**src/rtl/eu_err_pkg.sv**
```systemverilog
// Shared constants for the execution-unit error status controller.
// Assumes a four-word host register map with word addresses 0..3.
package eu_err_pkg;
    localparam int ADDR_W = 2;
    localparam logic [ADDR_W-1:0] A_MASK   = 2'd0;
    localparam logic [ADDR_W-1:0] A_STATUS = 2'd1;
    localparam logic [ADDR_W-1:0] A_SUMMARY = 2'd2;
    localparam logic [ADDR_W-1:0] A_RSTCTL = 2'd3;
    // Summary word bit positions (LSB = 0)
    localparam int SUM_RDONE = 0;
    localparam int SUM_DONE  = 1;
    localparam int SUM_ERR   = 2;
    localparam int SUM_HALT  = 5;
    // Reset-control word: bit that clears the status register
    localparam int RST_CLR_BIT = 0;
endpackage

```
**src/rtl/eu_rst_seq.sv**
```systemverilog
// Internal reset sequencer: counts RST_CYCLES edges after rst_n is released.
// Assumes rst_n is synchronous and active low. busy is high until the count ends.
module eu_rst_seq #(
    parameter int RST_CYCLES = 16
) (
    input  logic clk,
    input  logic rst_n,
    output logic busy
);
    localparam int CNT_W = $clog2(RST_CYCLES + 1);
    localparam logic [CNT_W-1:0] CNT_END = CNT_W'(RST_CYCLES);

    logic [CNT_W-1:0] cnt_q;

    // Advance the sequence counter until it reaches its end value
    always_ff @(posedge clk) begin
        if (!rst_n)               cnt_q <= '0;
        else if (cnt_q != CNT_END) cnt_q <= cnt_q + 1'b1;
    end

    assign busy = (cnt_q != CNT_END);

    assert_cnt_bound_R7: assert property (@(posedge clk) disable iff (!rst_n)
        cnt_q <= CNT_END);
    assert_ready_sticky_R7: assert property (@(posedge clk) disable iff (!rst_n)
        !busy |=> !busy);
endmodule

```
**src/rtl/eu_err_status.sv**
```systemverilog
// Mask and sticky interrupt-status register with error-halt tracking.
// Assumes at most one of mask_wr, stat_wr and clr_wr is high per cycle.
// While hold is high, all state is held at reset values.
module eu_err_status #(
    parameter int NUM_ERR = 8
) (
    input  logic               clk,
    input  logic               rst_n,
    input  logic               hold,
    input  logic [NUM_ERR-1:0] err_event,
    input  logic               mask_wr,
    input  logic               stat_wr,
    input  logic               clr_wr,
    input  logic [NUM_ERR-1:0] wdata,
    output logic [NUM_ERR-1:0] mask_q,
    output logic [NUM_ERR-1:0] status_q,
    output logic               halt_err
);
    logic [NUM_ERR-1:0] base_d, status_d;

    // Choose the retained status: host replace, clear, or keep
    always_comb begin
        if (stat_wr)     base_d = wdata & ~mask_q;
        else if (clr_wr) base_d = '0;
        else             base_d = status_q;
        status_d = base_d | (err_event & ~mask_q);
    end

    // Mask register, all errors masked at reset
    always_ff @(posedge clk) begin
        if (!rst_n || hold) mask_q <= '1;
        else if (mask_wr)   mask_q <= wdata;
    end

    // Sticky status register
    always_ff @(posedge clk) begin
        if (!rst_n || hold) status_q <= '0;
        else                status_q <= status_d;
    end

    // Halt rises with the status and falls one cycle after the status clears
    always_ff @(posedge clk) begin
        if (!rst_n || hold) halt_err <= 1'b0;
        else                halt_err <= (|status_d) | (halt_err & (|status_q));
    end

    assert_masked_no_set_R1: assert property (@(posedge clk) disable iff (!rst_n)
        ((status_q & ~$past(status_q) & $past(mask_q)) == '0));
    assert_halt_on_err_R2: assert property (@(posedge clk) disable iff (!rst_n)
        (|status_q) |-> halt_err);
    assert_clear_R4: assert property (@(posedge clk) disable iff (!rst_n)
        (clr_wr && !hold) |=> (status_q == $past(err_event & ~mask_q)));
    assert_sticky_R8: assert property (@(posedge clk) disable iff (!rst_n)
        (!stat_wr && !clr_wr && !hold) |=> ((status_q & $past(status_q)) == $past(status_q)));
    assert_halt_tail_R10: assert property (@(posedge clk) disable iff (!rst_n)
        (!hold && status_q == '0 && $past(status_q) != '0) |-> halt_err);
endmodule

```
**src/rtl/eu_err_regif.sv**
```systemverilog
// Host register decode and read mux for the error status controller.
// Assumes single-cycle writes. Writes are dropped while hold is high.
module eu_err_regif
    import eu_err_pkg::*;
#(
    parameter int NUM_ERR = 8,
    parameter int DATA_W  = 64
) (
    input  logic               hold,
    input  logic               reg_wr,
    input  logic [ADDR_W-1:0]  reg_addr,
    input  logic [DATA_W-1:0]  reg_wdata,
    input  logic [NUM_ERR-1:0] mask_q,
    input  logic [NUM_ERR-1:0] status_q,
    input  logic               halt,
    input  logic               err_irq,
    input  logic               done_irq,
    input  logic               reset_done,
    output logic               mask_wr,
    output logic               stat_wr,
    output logic               clr_wr,
    output logic [NUM_ERR-1:0] wdata,
    output logic [DATA_W-1:0]  reg_rdata
);
    logic wr_ok;
    logic unused_wdata;

    assign wr_ok   = reg_wr && !hold;
    assign mask_wr = wr_ok && (reg_addr == A_MASK);
    assign stat_wr = wr_ok && (reg_addr == A_STATUS);
    assign clr_wr  = wr_ok && (reg_addr == A_RSTCTL) && reg_wdata[RST_CLR_BIT];
    assign wdata   = reg_wdata[NUM_ERR-1:0];
    assign unused_wdata = &{1'b0, reg_wdata[DATA_W-1:NUM_ERR]};

    // Select the addressed word for the host
    always_comb begin
        reg_rdata = '0;
        case (reg_addr)
            A_MASK:   reg_rdata[NUM_ERR-1:0] = mask_q;
            A_STATUS: reg_rdata[NUM_ERR-1:0] = status_q;
            A_SUMMARY: begin
                reg_rdata[SUM_HALT]  = halt;
                reg_rdata[SUM_ERR]   = err_irq;
                reg_rdata[SUM_DONE]  = done_irq;
                reg_rdata[SUM_RDONE] = reset_done;
            end
            default:  reg_rdata = '0;
        endcase
    end

    assert_one_write_R3: assert final ($onehot0({mask_wr, stat_wr, clr_wr}));
endmodule

```
**src/rtl/eu_err_ctrl.sv**
```systemverilog
// Top of the execution-unit error status controller: sequencer, status
// register and host interface. Assumes err_event and done_irq are synchronous to clk.
module eu_err_ctrl
    import eu_err_pkg::*;
#(
    parameter int NUM_ERR    = 8,
    parameter int RST_CYCLES = 16,
    parameter int DATA_W     = 64
) (
    input  logic               clk,
    input  logic               rst_n,
    input  logic [NUM_ERR-1:0] err_event,
    input  logic               done_irq,
    input  logic               chan_assigned,
    input  logic               reg_wr,
    input  logic [ADDR_W-1:0]  reg_addr,
    input  logic [DATA_W-1:0]  reg_wdata,
    output logic [DATA_W-1:0]  reg_rdata,
    output logic               halt,
    output logic               err_irq,
    output logic               chan_err_irq,
    output logic               reset_done
);
    logic               busy;
    logic               mask_wr, stat_wr, clr_wr, halt_err;
    logic [NUM_ERR-1:0] wdata, mask_q, status_q;

    eu_rst_seq #(.RST_CYCLES(RST_CYCLES)) u_seq (
        .clk(clk), .rst_n(rst_n), .busy(busy)
    );

    eu_err_status #(.NUM_ERR(NUM_ERR)) u_stat (
        .clk(clk), .rst_n(rst_n), .hold(busy), .err_event(err_event),
        .mask_wr(mask_wr), .stat_wr(stat_wr), .clr_wr(clr_wr), .wdata(wdata),
        .mask_q(mask_q), .status_q(status_q), .halt_err(halt_err)
    );

    eu_err_regif #(.NUM_ERR(NUM_ERR), .DATA_W(DATA_W)) u_regs (
        .hold(busy), .reg_wr(reg_wr), .reg_addr(reg_addr), .reg_wdata(reg_wdata),
        .mask_q(mask_q), .status_q(status_q), .halt(halt), .err_irq(err_irq),
        .done_irq(done_irq), .reset_done(reset_done), .mask_wr(mask_wr),
        .stat_wr(stat_wr), .clr_wr(clr_wr), .wdata(wdata), .reg_rdata(reg_rdata)
    );

    assign reset_done   = !busy;
    assign halt         = busy | halt_err;
    assign err_irq      = |status_q;
    assign chan_err_irq = err_irq & chan_assigned;

    assert_irq_halts_R2: assert property (@(posedge clk) disable iff (!rst_n)
        err_irq |-> halt);
    assert_chan_needs_err_R5: assert property (@(posedge clk) disable iff (!rst_n)
        chan_err_irq |-> (err_irq && halt));
    assert_not_ready_halts_R7: assert property (@(posedge clk) disable iff (!rst_n)
        !reset_done |-> (halt && !err_irq));
endmodule

```
**config.mk**
```make
export PLATFORM = sky130hd
export DESIGN_NAME = eu_err_ctrl
export DESIGN_NICKNAME = d
export VERILOG_FILES = /design/src/rtl/eu_err_pkg.sv /design/src/rtl/eu_rst_seq.sv /design/src/rtl/eu_err_status.sv /design/src/rtl/eu_err_regif.sv /design/src/rtl/eu_err_ctrl.sv
export SDC_FILE = /design/constraint.sdc
export NUM_CORES = 1
export LEC_CHECK = 0
export ABC_CLOCK_PERIOD_IN_PS = 1700
export BUFFER_PORTS_ARGS = -buffer_cell sky130_fd_sc_hd__clkbuf_2
export CAP_MARGIN = 20
export CORE_MARGIN = 3
export CORE_UTILIZATION = 30
export DETAILED_ROUTE_END_ITERATION = 10
export PLACE_DENSITY = 0.72
export SLEW_MARGIN = 20
export SYNTH_ARGS = -nofsm -noshare
export SYNTH_HDL_FRONTEND = slang
export SYNTH_SLANG_ARGS = --single-unit
```
**constraint.sdc**
```tcl
create_clock -name clk -period 1.7 [get_ports clk]
set_input_delay 0.17 -clock clk [delete_from_list [all_inputs] [get_ports clk]]
set_output_delay 0.17 -clock clk [all_outputs]
set_load 0.02 [all_outputs]
```
==> impl_metrics.tcl <==
set metrics [dict create \
    skew_ns 0.00644 \
    slowest_delay_ns 0.34 \
    start_util_pct 31.4 \
    cts_max_level 1 \
    grt_pass1_wl_um 5700 \
    clkSlewWorstSetupHoldPaths_ns 0.09 \
    synthCells 198 \
    crit_fanout 5 \
    viasPerCell 4.22 \
    whs_endpoint "u_stat.mask_q[4]" \
    setup_viol 3 \
    coreArea_um2 5200 \
    synth_top_family_by_area "buffers and inverters" \
    die_width_um 79.9 \
    rsz0062_at_grt "yes" \
    grt_max_degree 14 \
    use_met3_pct 2.93 \
    grt_use_met1_pct 14.2 \
    diodes 0 \
    cts_hold_buffers 0 \
    wl_um 3670 \
    final_common_cell "conb_1" \
    synth-async-reset-ratio_pct 0 \
    synth_compound_area_share_pct 12.3 \
    wl_per_cell_um 11.3 \
    min_from "reg_wdata[4]" \
    r2r-end "u_stat.halt_err" \
    cts_tree "yes" \
    synth-adder-area-share_pct 1.53 \
    hold_viol 0 \
    ys_warn_count 0 \
    io_pins 147 \
    yosys_register_bits 22 \
    grt_use_met2_pct 19.1 \
    cts_num_sinks 22 \
    fmax_mhz 548 \
    synthSimpleGateAreaFrac_pct 19.5 \
    cap_violations 0 \
    cp_top_family "buffers and inverters" \
    violations "negative setup slack" \
    regToRegSetupSlack_ns -0.08 \
    worstHoldPathType "input port to register" \
    peakVddDrop_mv 0.435 \
    place_congestion 0.820 \
    status "complete, but fails checks" \
    drive_gt1_share_pct 32.7 \
    synth_mux_area_share_pct 7.95 \
    yosysSeqAreaShare_pct 26.9 \
    postSynthAreaPerCell_um2 8.27 \
    crit_chain "inv_2 > ha_4 > nand4bb_4 > buf_6 > inv_8 > buf_12 > nand2b_4 > nor2_4 > o31ai_4 > clkbuf_8" \
    syn_area_um2 1640 \
    firstDrtPassIters 4 \
    timing.final.crit_period_ns 1.83 \
    slowest_stage "dfxtp_2" \
    r2r_cells 9 \
    clockBufferDepth 2 \
    fin_area_um2 2050 \
    clk_latency_ns 0.26 \
    slew_violations 0 \
    ys.flop_type "dfxtp_1" \
    busiest_layer "met2" \
    arrival_ns 1.66 \
    crit_buf_inv 5 \
    overflow 0 \
    worstPathRequired_ns 1.53 \
    antenna_found_initial 0 \
    cp-start-kind "register" \
    dpl.hpwl_um 2900 \
    num_vias 1368 \
    grt_pass1_vias 1211 \
    grt_usage_pct 11.2 \
    numCtsBuffers 3 \
    rr_startpoint "u_seq.cnt_q[0]" \
    power_density_nw_per_um2 624 \
    fin_nets 336 \
    finalWorstSetupSlack_ns -0.125 \
    p_leak_nw 1.00 \
    synthToLayoutAreaGrowth_pct 25.1 \
    min_period_over_period_pct 107 \
    drtIter0Drc 37 \
    synth_xor_area_share_pct 1.61 \
    power_mw 1.28 \
    io_buffers 34 \
    path_class "register to output port" \
    die_area_um2 6380 \
    ys_types 35 \
    synth_edf_count 0 \
    root_buffer "clkbuf_8" \
    most-common-layout-cells "conb_1, clkbuf_2, nand2_1, dfxtp_1, buf_4" \
    ant_nets 0 \
    holdPathStages 3 \
    die_h_um 79.9 \
    drc 0 \
    core.rowCount 26 \
    end_kind "output port" \
    dpl-instance-area_um2 1820 \
]
==> logic make-up (layout without fill, tap and decap cells) <==
family	after synthesis	after routing
xor+xnor	3	3
simple gates	62	62
fa+ha+maj	2	2
other cells	1	56
mux	13	13
flops	22	22
compound gates	26	26
buf+inv	69	70
==> report_power, final <==
part           internal [mW]  switching [mW]  leakage (nW)
registers              0.522         0.00354         0.179
logic                 0.0723           0.190         0.789
clock network          0.314           0.175        0.0357
total                  0.909           0.369          1.00
==> stage by stage <==
step	instances	utilization, %	hold slack [ns]	setup TNS, ns	worst slack (ns)
after detailed placement	313	35.0	0.405	-0.200	-0.167
after CTS	321	38.0	0.133	-0.594	-0.213
after floorplan	253	-	0.292	-0.0159	-0.0159
after global placement	313	35.0	0.403	-0.0864	-0.0864
after global routing	324	39.3	0.143	-1.09	-0.211
final	324	39.3	0.129	-0.324	-0.125
==> synthesized netlist by cell type (3+ instances only) <==
cell type / number / area (um^2)
or2_1: 3 / 18.8
o32a_1: 3 / 30.0
nand3_1: 3 / 15.0
a21oi_1: 10 / 50.1
and2_1: 6 / 37.5
buf_4: 56 / 420
nor2_1: 12 / 45.0
mux2i_1: 13 / 130
nand2b_1: 4 / 25.0
dfxtp_1: 22 / 440
inv_1: 7 / 26.3
a41oi_1: 3 / 26.3
nand2_1: 25 / 93.8
==> tightest hold or removal path, cell delays in order <==
cell,delay [ns]
clkbuf_2,0.09
mux2i_1,0.06
nand2_1,0.06
==> registers in the layout, summed over array words and instances (netlist names) <==
name and count:
u_stat.mask_q 8, u_stat.status_q 8, u_seq.cnt_q 5, u_stat.halt_err 1
==> repair_timing <==
item	CTS	global route
setup endpoints to repair	4	11
resized for setup	15	11
buffers inserted	4	4
pin swaps	5	6
==> cell type report <==
| cell class | instances | area, um^2 |
|---|---|---|
| clock buffers | 3 | 41.3 |
| multi-input cells | 162 | 1000 |
| well taps | 70 | 87.6 |
| flip-flops and latches | 22 | 443 |
| repair buffers | 58 | 403 |
| inverters | 8 | 37.5 |
| clock inverters | 1 | 30.0 |
| fillers | 529 | 3160 |
==> layer usage <==
| layer | routed length (um) | vias up |
|---|---|---|
| met5 | 0 | - |
| met4 | 8 | 0 |
| met3 | 309 | 2 |
| met2 | 1760 | 62 |
| met1 | 1590 | 635 |
| li1 | - | 669 |
==> worst max path at each step <==
| stage | start | to | slack [ns] | cells after the start |
|---|---|---|---|---|
| finish | u_seq.cnt_q[0] | reg_rdata[5] | -0.13 | 10 |
| global route | u_seq.cnt_q[1] | reg_rdata[0] | -0.21 | 9 |
| CTS | u_seq.cnt_q[0] | reg_rdata[5] | -0.21 | 10 |
| detailed placement | u_seq.cnt_q[0] | u_stat.halt_err | -0.17 | 8 |
| global placement | u_seq.cnt_q[0] | u_stat.halt_err | -0.09 | 8 |
| floorplan | u_seq.cnt_q[0] | reg_rdata[5] | -0.02 | 9 |
Note: power is estimated with default switching activity, not from simulation.
